<file path="src/rtl/reply_pkg.sv">
// Shared types for the reply merge block.
// Assumes: nothing beyond the IEEE 1800-2017 language.
package reply_pkg;

    // Which input currently owns the output stream
    typedef enum logic [1:0] {
        SRC_NONE = 2'd0,
        SRC_PASS = 2'd1,
        SRC_ECHO = 2'd2,
        SRC_DONE = 2'd3
    } src_e;

    // Reader state for completed packets
    typedef enum logic [1:0] {
        RD_IDLE = 2'd0,
        RD_WAIT = 2'd1,
        RD_HOLD = 2'd2,
        RD_COOL = 2'd3
    } rd_state_e;

endpackage

</file>
<file path="src/rtl/reply_mem_reader.sv">
// Turns one completed packet in banked data memory into a word stream.
// Fetch starts when done_req is high and wr_grant is low. One read is in
// flight at a time; each word is registered before it is offered. After the
// last word is taken a one-cycle bank_free pulse is raised, followed by a
// cool-down cycle so the requester can drop done_req.
// Assumes: done_bank and done_last are stable while done_req is high;
// read data returns one cycle after the read strobe.
module reply_mem_reader #(
    parameter int DW     = 32,
    parameter int BANK_W = 2,
    parameter int WORD_W = 4,
    localparam int AW    = BANK_W + WORD_W
) (
    input  logic              clk,
    input  logic              rst_n,
    input  logic              done_req,
    input  logic [BANK_W-1:0] done_bank,
    input  logic [WORD_W-1:0] done_last,
    input  logic              wr_grant,
    output logic              mem_rd_en,
    output logic [AW-1:0]     mem_rd_addr,
    input  logic [DW-1:0]     mem_rd_data,
    output logic              bank_free,
    output logic              md_valid,
    output logic [DW-1:0]     md_data,
    output logic              md_sop,
    output logic              md_eop,
    input  logic              md_ready
);
    import reply_pkg::*;

    rd_state_e         state;
    logic [WORD_W-1:0] cur;
    logic [WORD_W-1:0] nxt;
    logic [DW-1:0]     data_q;
    logic              start;
    logic              last;
    logic              adv;

    // Decode the fetch start and the next-word advance
    always_comb begin
        last  = (cur == done_last);
        nxt   = cur + WORD_W'(1);
        start = (state == RD_IDLE) && done_req && !wr_grant;
        adv   = (state == RD_HOLD) && md_ready && !last;
    end

    // Memory read port
    always_comb begin
        mem_rd_en   = start || adv;
        mem_rd_addr = {done_bank, (start ? '0 : nxt)};
    end

    // Word offered to the arbiter
    always_comb begin
        md_valid = (state == RD_HOLD);
        md_data  = data_q;
        md_sop   = (cur == '0);
        md_eop   = last;
    end

    // Reader state, word index and data register
    always_ff @(posedge clk) begin
        if (!rst_n) begin
            state  <= RD_IDLE;
            cur    <= '0;
            data_q <= '0;
        end else begin
            case (state)
                RD_IDLE: if (start) begin
                    cur   <= '0;
                    state <= RD_WAIT;
                end
                RD_WAIT: begin
                    data_q <= mem_rd_data;
                    state  <= RD_HOLD;
                end
                RD_HOLD: if (md_ready) begin
                    if (last) begin
                        state <= RD_COOL;
                    end else begin
                        cur   <= nxt;
                        state <= RD_WAIT;
                    end
                end
                default: state <= RD_IDLE;
            endcase
        end
    end

    // One-cycle bank release after the last word is handed on
    always_ff @(posedge clk) begin
        if (!rst_n) begin
            bank_free <= 1'b0;
        end else begin
            bank_free <= (state == RD_HOLD) && md_ready && last;
        end
    end

endmodule

</file>
<file path="src/rtl/reply_arbiter.sv">
// Chooses which of three word streams feeds the swap stage. The choice is
// made only while no packet is open: pass beats echo beats completed.
// The winner is held until its eop word is accepted.
// Assumes: each source raises valid first on a sop word.
module reply_arbiter #(
    parameter int DW = 32
) (
    input  logic          clk,
    input  logic          rst_n,
    input  logic          pt_valid,
    input  logic [DW-1:0] pt_data,
    input  logic          pt_sop,
    input  logic          pt_eop,
    output logic          pt_ready,
    input  logic          ec_valid,
    input  logic [DW-1:0] ec_data,
    input  logic          ec_sop,
    input  logic          ec_eop,
    output logic          ec_ready,
    input  logic          md_valid,
    input  logic [DW-1:0] md_data,
    input  logic          md_sop,
    input  logic          md_eop,
    output logic          md_ready,
    output logic          s_valid,
    output logic [DW-1:0] s_data,
    output logic          s_sop,
    output logic          s_eop,
    output logic          s_swap,
    input  logic          s_ready
);
    import reply_pkg::*;

    logic busy;
    src_e held;
    src_e pick;
    src_e sel;
    logic acc;

    // Fixed priority choice among waiting sources
    always_comb begin
        if (pt_valid)      pick = SRC_PASS;
        else if (ec_valid) pick = SRC_ECHO;
        else if (md_valid) pick = SRC_DONE;
        else               pick = SRC_NONE;
        sel = busy ? held : pick;
    end

    // Route the owning source to the swap stage
    always_comb begin
        s_valid = 1'b0;
        s_data  = '0;
        s_sop   = 1'b0;
        s_eop   = 1'b0;
        case (sel)
            SRC_PASS: begin
                s_valid = pt_valid; s_data = pt_data; s_sop = pt_sop; s_eop = pt_eop;
            end
            SRC_ECHO: begin
                s_valid = ec_valid; s_data = ec_data; s_sop = ec_sop; s_eop = ec_eop;
            end
            SRC_DONE: begin
                s_valid = md_valid; s_data = md_data; s_sop = md_sop; s_eop = md_eop;
            end
            default: ;
        endcase
        s_swap   = (sel == SRC_ECHO) || (sel == SRC_DONE);
        pt_ready = s_ready && (sel == SRC_PASS);
        ec_ready = s_ready && (sel == SRC_ECHO);
        md_ready = s_ready && (sel == SRC_DONE);
        acc      = s_valid && s_ready;
    end

    // Hold the grant from the first accepted word to the eop word
    always_ff @(posedge clk) begin
        if (!rst_n) begin
            busy <= 1'b0;
            held <= SRC_NONE;
        end else if (acc) begin
            busy <= !s_eop;
            held <= sel;
        end
    end

endmodule

</file>
<file path="src/rtl/reply_swap_stage.sv">
// Output register with in-flight header rewrite. For swapped packets the
// source address word is parked in a holding register and produces no
// output. The destination word is emitted in its place, then the parked
// word is emitted while the input is stalled. The port word has its halves
// exchanged. Other words pass unchanged.
// Words stay stable on the output while out_ready is low.
// Assumes: swapped packets are longer than PORT_OFS words; the address
// pair sits at SRC_OFS and SRC_OFS+1.
module reply_swap_stage #(
    parameter int DW       = 32,
    parameter int SRC_OFS  = 3,
    parameter int PORT_OFS = 5,
    localparam int DST_OFS = SRC_OFS + 1,
    localparam int MAX_OFS = (PORT_OFS > DST_OFS) ? PORT_OFS : DST_OFS,
    localparam int CNT_W   = $clog2(MAX_OFS + 2),
    localparam int HW      = DW / 2
) (
    input  logic          clk,
    input  logic          rst_n,
    input  logic          s_valid,
    input  logic [DW-1:0] s_data,
    input  logic          s_sop,
    input  logic          s_eop,
    input  logic          s_swap,
    output logic          s_ready,
    output logic          out_valid,
    output logic [DW-1:0] out_data,
    output logic          out_sop,
    output logic          out_eop,
    input  logic          out_ready
);
    localparam logic [CNT_W-1:0] SRC_I  = CNT_W'(SRC_OFS);
    localparam logic [CNT_W-1:0] DST_I  = CNT_W'(DST_OFS);
    localparam logic [CNT_W-1:0] PORT_I = CNT_W'(PORT_OFS);
    localparam logic [CNT_W-1:0] SAT_I  = {CNT_W{1'b1}};

    logic [CNT_W-1:0] cnt;
    logic [CNT_W-1:0] idx;
    logic             can_load;
    logic             pend;
    logic [DW-1:0]    h_data;
    logic             h_eop;
    logic             at_src;
    logic             at_dst;
    logic             at_port;
    logic [DW-1:0]    port_sw;
    logic             take;

    // Position of the incoming word and load permission
    always_comb begin
        idx      = s_sop ? '0 : cnt;
        can_load = !out_valid || out_ready;
        s_ready  = can_load && !pend;
        take     = s_valid && s_ready;
        at_src   = s_swap && (idx == SRC_I);
        at_dst   = s_swap && (idx == DST_I);
        at_port  = s_swap && (idx == PORT_I);
        port_sw  = {s_data[HW-1:0], s_data[DW-1:HW]};
    end

    // Word position counter within the open packet, saturating
    always_ff @(posedge clk) begin
        if (!rst_n) begin
            cnt <= '0;
        end else if (take) begin
            if (s_eop)               cnt <= '0;
            else if (idx == SAT_I)   cnt <= idx;
            else                     cnt <= idx + CNT_W'(1);
        end
    end

    // Output register, parking register and pending flag
    always_ff @(posedge clk) begin
        if (!rst_n) begin
            out_valid <= 1'b0;
            out_data  <= '0;
            out_sop   <= 1'b0;
            out_eop   <= 1'b0;
            pend      <= 1'b0;
            h_data    <= '0;
            h_eop     <= 1'b0;
        end else if (can_load) begin
            if (pend) begin
                out_valid <= 1'b1;
                out_data  <= h_data;
                out_sop   <= 1'b0;
                out_eop   <= h_eop;
                pend      <= 1'b0;
            end else if (s_valid) begin
                if (at_src) begin
                    h_data    <= s_data;
                    out_valid <= 1'b0;
                end else if (at_dst) begin
                    out_valid <= 1'b1;
                    out_data  <= s_data;
                    out_sop   <= s_sop;
                    out_eop   <= 1'b0;
                    h_eop     <= s_eop;
                    pend      <= 1'b1;
                end else begin
                    out_valid <= 1'b1;
                    out_data  <= at_port ? port_sw : s_data;
                    out_sop   <= s_sop;
                    out_eop   <= s_eop;
                end
            end else begin
                out_valid <= 1'b0;
            end
        end
    end

endmodule

</file>
<file path="src/rtl/reply_merge_top.sv">
// Merges pass-through, echoed program and completed data packets onto one
// output stream. Replies have their IP addresses and UDP ports exchanged.
// Assumes: data is DW bits wide with the ports in one word; header offsets
// are counted from the sop word.
module reply_merge_top #(
    parameter int DW       = 32,
    parameter int BANK_W   = 2,
    parameter int WORD_W   = 4,
    parameter int SRC_OFS  = 3,
    parameter int PORT_OFS = 5,
    localparam int AW      = BANK_W + WORD_W
) (
    input  logic              clk,
    input  logic              rst_n,
    input  logic              pt_valid,
    input  logic [DW-1:0]     pt_data,
    input  logic              pt_sop,
    input  logic              pt_eop,
    output logic              pt_ready,
    input  logic              ec_valid,
    input  logic [DW-1:0]     ec_data,
    input  logic              ec_sop,
    input  logic              ec_eop,
    output logic              ec_ready,
    input  logic              done_req,
    input  logic [BANK_W-1:0] done_bank,
    input  logic [WORD_W-1:0] done_last,
    input  logic              wr_grant,
    output logic              mem_rd_en,
    output logic [AW-1:0]     mem_rd_addr,
    input  logic [DW-1:0]     mem_rd_data,
    output logic              bank_free,
    output logic              out_valid,
    output logic [DW-1:0]     out_data,
    output logic              out_sop,
    output logic              out_eop,
    input  logic              out_ready
);
    logic          md_valid;
    logic [DW-1:0] md_data;
    logic          md_sop;
    logic          md_eop;
    logic          md_ready;
    logic          s_valid;
    logic [DW-1:0] s_data;
    logic          s_sop;
    logic          s_eop;
    logic          s_swap;
    logic          s_ready;

    reply_mem_reader #(.DW(DW), .BANK_W(BANK_W), .WORD_W(WORD_W)) u_reader (
        .clk(clk), .rst_n(rst_n),
        .done_req(done_req), .done_bank(done_bank), .done_last(done_last),
        .wr_grant(wr_grant),
        .mem_rd_en(mem_rd_en), .mem_rd_addr(mem_rd_addr), .mem_rd_data(mem_rd_data),
        .bank_free(bank_free),
        .md_valid(md_valid), .md_data(md_data), .md_sop(md_sop), .md_eop(md_eop),
        .md_ready(md_ready)
    );

    reply_arbiter #(.DW(DW)) u_arb (
        .clk(clk), .rst_n(rst_n),
        .pt_valid(pt_valid), .pt_data(pt_data), .pt_sop(pt_sop), .pt_eop(pt_eop),
        .pt_ready(pt_ready),
        .ec_valid(ec_valid), .ec_data(ec_data), .ec_sop(ec_sop), .ec_eop(ec_eop),
        .ec_ready(ec_ready),
        .md_valid(md_valid), .md_data(md_data), .md_sop(md_sop), .md_eop(md_eop),
        .md_ready(md_ready),
        .s_valid(s_valid), .s_data(s_data), .s_sop(s_sop), .s_eop(s_eop),
        .s_swap(s_swap), .s_ready(s_ready)
    );

    reply_swap_stage #(.DW(DW), .SRC_OFS(SRC_OFS), .PORT_OFS(PORT_OFS)) u_swap (
        .clk(clk), .rst_n(rst_n),
        .s_valid(s_valid), .s_data(s_data), .s_sop(s_sop), .s_eop(s_eop),
        .s_swap(s_swap), .s_ready(s_ready),
        .out_valid(out_valid), .out_data(out_data), .out_sop(out_sop),
        .out_eop(out_eop), .out_ready(out_ready)
    );

endmodule

</file>
<file path="config.mk">
export PLATFORM = sky130hd
export DESIGN_NAME = reply_merge_top
export DESIGN_NICKNAME = d
export VERILOG_FILES = /design/src/rtl/reply_pkg.sv /design/src/rtl/reply_mem_reader.sv /design/src/rtl/reply_arbiter.sv /design/src/rtl/reply_swap_stage.sv /design/src/rtl/reply_merge_top.sv
export SDC_FILE = /design/constraint.sdc
export NUM_CORES = 1
export LEC_CHECK = 0
export ABC_AREA = 1
export BUFFER_PORTS_ARGS = -buffer_cell sky130_fd_sc_hd__buf_2
export CAP_MARGIN = 20
export CORE_UTILIZATION = 55
export CTS_BUF_LIST = sky130_fd_sc_hd__clkbuf_8
export CTS_CLUSTER_SIZE = 16
export DETAILED_ROUTE_END_ITERATION = 6
export PLACE_DENSITY_LB_ADDON = 0.3
export SETUP_SLACK_MARGIN = 0.02
export SYNTH_ARGS = -nofsm -noshare
export SYNTH_HDL_FRONTEND = slang
export SYNTH_SLANG_ARGS = --single-unit
</file>
<file path="constraint.sdc">
create_clock -name clk -period 5.75 [get_ports clk]
set_input_delay 1.15 -clock clk [delete_from_list [all_inputs] [get_ports clk]]
set_output_delay 1.15 -clock clk [all_outputs]
set_load 0.01 [all_outputs]
</file>
-- Yosys cells after proc, flatten, opt, wreduce, memory -nomap -nowiden
Index checks and enable logic that the tools add are counted.
- add/subtract/negate cells: 2
- eq/ne operators: 14
- mux-type cells: 39
- bitwise operators: 2
- reductions and logical operators: 30
- operator list (kind ; number):
    two-way mux 32 bit ; 5
    one-hot mux 32 bit (3 select lines) ; 1
    two-way mux 4 bit ; 4
    two-way mux 1 bit ; 14
    two-way mux 2 bit ; 7
    logical AND 1 bit ; 13
    equality test 3 bit (second input constant) ; 3
    two-way mux 3 bit ; 3
    one-hot mux 1 bit (3 select lines) ; 3
    one-hot mux 4 bit (2 select lines) ; 1
    AND reduction 4 bit ; 2
    equality test 2 bit (second input constant) ; 3
    one-hot mux 2 bit (3 select lines) ; 1
    logical NOT 1 bit ; 5
    AND reduction 5 bit ; 1
    adder 4 x 1 -> 4 bit (second input constant) ; 1
    equality test 2 x 1 -> 1 bit (second input constant) ; 2
    equality test 4 bit ; 1
    logical NOT 4 bit ; 1
    inequality test 2 x 1 -> 1 bit (second input constant) ; 2
    inequality test 2 bit (second input constant) ; 2
    nonzero test 2 bit ; 2
    adder 3 x 1 -> 3 bit (second input constant) ; 1
    equality test 3 x 2 -> 1 bit (second input constant) ; 1
    5 further kinds ; 8
- register bits after elaboration: 114
- input port bits: 113
- output and inout port bits: 45
- word-level logic and storage cells: 101

-- Longest topological paths before layout
- depth after elaboration: 15
- mapped depth: 16
- mapped depth without buffers: 15

-- By module
Synthesis repeated with hierarchy kept, for this count alone.
- cell total of the unflattened synthesis: 1040
- area, all modules: 6537.5 µm²
- by module, submodules not included (module ; instances ; cells each ; area an instance (µm²) ; seq. area each (µm²)):
    reply_swap_stage ; 1 ; 622 ; 3925.0 ; 1441.4
    reply_mem_reader ; 1 ; 228 ; 1674.1 ; 780.7
    reply_arbiter ; 1 ; 190 ; 938.4 ; 60.1

-- Least setup slack after synthesis
No wires, ideal clock.
- path type: in2out
- start: input ec_valid
- end: output mem_rd_en
- arrival time: 2220 ps
- data required time: 4600 ps
- slack: 2380 ps
- stages on the path: 9
- buffers on the path: 0
- cell sequence: inv_1 nand3_1 nand2_1 nand2_2 nor2_1 nand2_1 nand2_1 o211ai_1 inv_1
- word-level cells in the longest chain between the ends: 8
- ends and longest elaborated chain (element ; RTL line ; text):
    start: declaration ; reply_merge_top.sv:20 ; input logic ec_valid,
    two-way mux 2 bit ; reply_arbiter.sv:43 ; else if (ec_valid) pick = SRC_ECHO;
    two-way mux 2 bit ; reply_arbiter.sv:42 ; if (pt_valid) pick = SRC_PASS;
    two-way mux 2 bit ; reply_arbiter.sv:46 ; sel = busy ? held : pick;
    equality test 2 bit ; reply_arbiter.sv:70 ; md_ready = s_ready && (sel == SRC_DONE);
    logical AND 1 bit ; reply_arbiter.sv:70 ;
    logical AND 1 bit (2 in series) ; reply_mem_reader.sv:45 ; adv = (state == RD_HOLD) && md_ready && !last;
    logical OR 1 bit ; reply_mem_reader.sv:50 ; mem_rd_en = start || adv;
    end: declaration ; reply_merge_top.sv:29 ; output logic mem_rd_en,
No other way between the ends.

-- Worst setup path in the final report
Same ends and word-level chain as after synthesis.

==> summary by stage <==
Routing
The total DRC errors in the routed layout is 0. The routed design has ~17 mm of wire. In this run the remaining antenna-violating nets after routing total 0. The total via count in the routed design is ~6300. The first detailed-routing pass took 6 iterations.

In the final routed layout, each cell accounts on average for between 10 and 15 um. The first routing iteration left ~570 violations. The ratio of routed vias to standard cells is ~5.2.

Yosys
The main flop type after synthesis is sky130_fd_sc_hd__dfxtp_1. Synthesis instantiated 43 different standard cells from the library. Of all flip-flops after synthesis, the portion carrying an async set or reset was 0%. A synthesized cell averages 6.41 sq um. The post-synthesis register bit count is 114. The post-synthesis cell count is about 940. In this run, synthesis inferred 0 flip-flops with an integrated enable. The net count after synthesis is approximately 1100. The Yosys step of the flow raised 0 warnings.

After synthesis the cells add up to approximately 0.006 sq mm. Sequential cells were found to cover a little under two fifths of the synthesized design area.

Worst setup path
On the critical path, the stage with the largest delay is an instance of sky130_fd_sc_hd__buf_4. The kind of critical path is input pin to primary output. STA classifies the critical path endpoint as a primary output. Walking the worst path, the cells encountered are buf_2, inv_1, nand3_1, nand2_1, nand2_2, nor2_1, buf_4, nand2_1, nand2_1, o211ai_1, inv_1, buf_2. The kind of cell with the highest combined delay along the critical path is buffers and inverters.

The cell repeated most along the worst path is sky130_fd_sc_hd__nand2_1. Of all nets on the critical path, the largest fanout is 23. The peak per-stage delay on the critical path is 0.28 ns.

The number of buffers and inverters on the critical path is 5. The slack of the worst reg-to-reg path is between 2 and 3 ns. For the worst setup path, the data required time is between 4 and 5 ns. The element type at the critical path start is an input pin. The worst endpoint data arrival time is 2.86 ns.

Timing
The setup clock skew after layout is 0.0124 ns. Setup repair after global routing left no endpoint under its margin. In the final timing run, aggregate negative setup slack is 0 ns. The number of endpoints failing setup at the final stage is 0. The portion of the clock cycle consumed by the worst path in the final layout is between 60 and 70%. In this run the tightest slew margin relative to its limit is between 30% and 40%. At the pin with the least slew margin, the transition time is 1.00 ns.

Based on the critical path, the design can be clocked at up to around 250 MHz. The max-slew violation total from the final report is 0. The number of failing hold endpoints at the final stage is 0. The worst path needs around 4 ns of the cycle, external delays included.

CTS
After clock tree synthesis, the clock-pin slew on the worst setup and hold paths is ~0.07 ns. The clock network latency to the later pin of the worst-skew pair is 0.42 ns. In this run the post-CTS setup repair buffer count came out at 0.

The total number of clock tree sinks is ~110. The CTS buffer count is 17. TritonCTS built the clock tree. The H-tree depth is 4. The quantity of hold-fixing buffers added after cts is 0. The CTS root buffer is sky130_fd_sc_hd__clkbuf_8. The deepest clock path buffer count is 2. The count of cells resized by post-cts repair is 0.

Floorplan
For this configuration, the core starts out at a cell density of a little under three fifths. The region available for standard cell placement spans around 0.010 sq mm. The overall die area is ~0.011 sq mm. The die width is 106 um.

The number of cell rows is 37. The number of I/O pins is ~160. The vertical die dimension is 106 um.

Place
Summed over all nets, the half-perimeter wirelength after detailed placement is 11.6 mm. The port buffer count is 153. The weighted congestion reported at the end of routability-driven placement is 0.921.

Global route
The initial antenna violation count is 0. The first global-routing pass estimated between 20 and 30 mm of wire. Entering global routing, the biggest net connects 97 pins. The global router's overall resource usage is 29.9%. The via count of the first global-routing pass is about 5700. Summed over all layers, the global routing overflow is 0.

Finish
The repair_antennas step left the layout with diodes totalling 0. The filler cell count in the final layout is roughly 960. The number of nets in the layout is 1176. Once layout is complete, the utilization of the core stands at 68.4%. The share of final-layout standard cells stronger than drive strength 1 is 20.6%.

The area growth from synthesis to layout is 19.5%.

Hold path
The path class of the lowest-slack min-delay path is register to register.

Power and ir drop
For this design the ratio of total power to cell area is around 320 mW/mm^2. Across the VDD grid, the largest voltage drop is ~0.21 mV. For this design the static power due to leakage is 3.67 nW.

Flow run
Max-cap violations in this run came to 0.

Status
The run finished with clean final reports.
-- cells in the final DEF, fill, tap and decap left out, types with 3 or more instances in the layout --
cell type and n:
sky130_fd_sc_hd__nand2_2 6, sky130_fd_sc_hd__buf_4 9, sky130_fd_sc_hd__nand4_1 3, sky130_fd_sc_hd__clkinv_1 3
sky130_fd_sc_hd__nor3_1 3, sky130_fd_sc_hd__o21ai_1 26, sky130_fd_sc_hd__clkbuf_8 21, sky130_fd_sc_hd__bufinv_16 3
sky130_fd_sc_hd__dfxtp_1 114, sky130_fd_sc_hd__xor2_1 4, sky130_fd_sc_hd__o22ai_1 9, sky130_fd_sc_hd__buf_2 153
sky130_fd_sc_hd__a21oi_1 76, sky130_fd_sc_hd__inv_1 78, sky130_fd_sc_hd__nor2_1 159, sky130_fd_sc_hd__a21oi_2 3
sky130_fd_sc_hd__nand3_2 4, sky130_fd_sc_hd__nand2_1 253, sky130_fd_sc_hd__clkinv_2 3, sky130_fd_sc_hd__nand3_1 71
sky130_fd_sc_hd__o21ai_0 38
-- synth_stat cells (3+ instances only) --
master	n	share of area [%]
sky130_fd_sc_hd__a21oi_1	76	6.4
sky130_fd_sc_hd__a21oi_2	3	0.44
sky130_fd_sc_hd__buf_2	19	1.6
sky130_fd_sc_hd__buf_4	6	0.75
sky130_fd_sc_hd__buf_6	3	0.56
sky130_fd_sc_hd__clkbuf_1	26	1.6
sky130_fd_sc_hd__clkinv_1	3	0.19
sky130_fd_sc_hd__dfxtp_1	114	38
sky130_fd_sc_hd__inv_1	77	4.8
sky130_fd_sc_hd__nand2_1	253	16
sky130_fd_sc_hd__nand2_2	6	0.63
sky130_fd_sc_hd__nand3_1	71	5.9
sky130_fd_sc_hd__nand3_2	4	0.67
sky130_fd_sc_hd__nand4_1	3	0.31
sky130_fd_sc_hd__nor2_1	159	10
sky130_fd_sc_hd__nor3_1	3	0.25
sky130_fd_sc_hd__o21ai_0	38	3.2
sky130_fd_sc_hd__o21ai_1	26	2.2
sky130_fd_sc_hd__o22ai_1	9	0.94
sky130_fd_sc_hd__xor2_1	4	0.58
-- worst min-delay path, cell delays in order (launching register included) --
cell	delay (ns)
sky130_fd_sc_hd__dfxtp_1	0.31
sky130_fd_sc_hd__inv_1	0.05
sky130_fd_sc_hd__a21oi_1	0.05
-- kinds of logic (layout without fill, tap and decap cells) --
family / count (synthesis) / in the layout / synth area share (%)
AO/OA/AOI/OAI: 163 / 163 / 14.7
adder cells (fa/ha/maj): 2 / 2 / 0.418
XOR/XNOR: 5 / 5 / 0.731
buffers and inverters: 139 / 277 / 9.94
AND/OR/NAND/NOR: 512 / 512 / 36.1
flip-flops: 114 / 114 / 38.1
-- state kept, by name, indices dropped and copies added (netlist names), 2 cells and up --
name / flops
u_reader.md_data: 32
u_swap.h_data: 32
u_swap.out_data: 32
u_reader.cur: 4
u_swap.cnt: 3
u_arb.held: 2
u_reader.state: 2
-- layer usage --
| layer | wire length (um) | global-route usage (%) | vias to the layer above |
|---|---|---|---|
| met5 | 0 | 0 | - |
| met2 | 7520 | 47.8 | 275 |
| li1 | - | - | 3217 |
| met4 | 356 | 10.1 | 0 |
| met1 | 7440 | 39.6 | 2780 |
| met3 | 1230 | 6.56 | 34 |
-- final cells by class --
type / count / area (sq um) / area share (%)
Clock buffer: 21 / 289 / 4.04
Multi-Input combinational cell: 682 / 3110 / 43.5
Timing Repair Buffer: 163 / 853 / 11.9
Inverter: 83 / 317 / 4.42
Clock inverter: 10 / 133 / 1.85
Sequential cell: 114 / 2280 / 31.9
Tap cell: 136 / 170 / 2.38
-- final timing paths --
path                                   from                               end  cells after the start
max                                ec_valid                         mem_rd_en                     12
min               u_swap.h_eop$_SDFFE_PN0P_         u_swap.h_eop$_SDFFE_PN0P_                      2
max reg2reg  u_reader.state[1]$_SDFFE_PN0P_  u_swap.out_data[11]$_SDFFE_PN0P_                     14
min reg2reg       u_swap.h_eop$_SDFFE_PN0P_         u_swap.h_eop$_SDFFE_PN0P_                      2
-- per-stage QoR --
step | area, sq um | power (mW) | setup slack [ns] | instances | hold WS, ns
floorplan | 5990 | 1.33 | 2.38 | 935 | 0.425
global placement | 6710 | 1.51 | 1.76 | 1177 | 0.437
detailed placement | 6710 | 1.52 | 1.73 | 1177 | 0.440
CTS | 7140 | 2.30 | 1.77 | 1208 | 0.451
global route | 7160 | 2.43 | 1.60 | 1209 | 0.469
finish | 7160 | 2.31 | 1.74 | 1209 | 0.447
-- power by group --
group | internal [mW] | total, mW | switching [mW] | leakage [nW]
Clock | 0.470 | 0.794 | 0.324 | 0.215
Sequential | 0.867 | 0.907 | 0.0402 | 0.929
Combinational | 0.208 | 0.604 | 0.396 | 2.53
Total | 1.54 | 2.31 | 0.760 | 3.67
(Power assumes the default switching activity.)
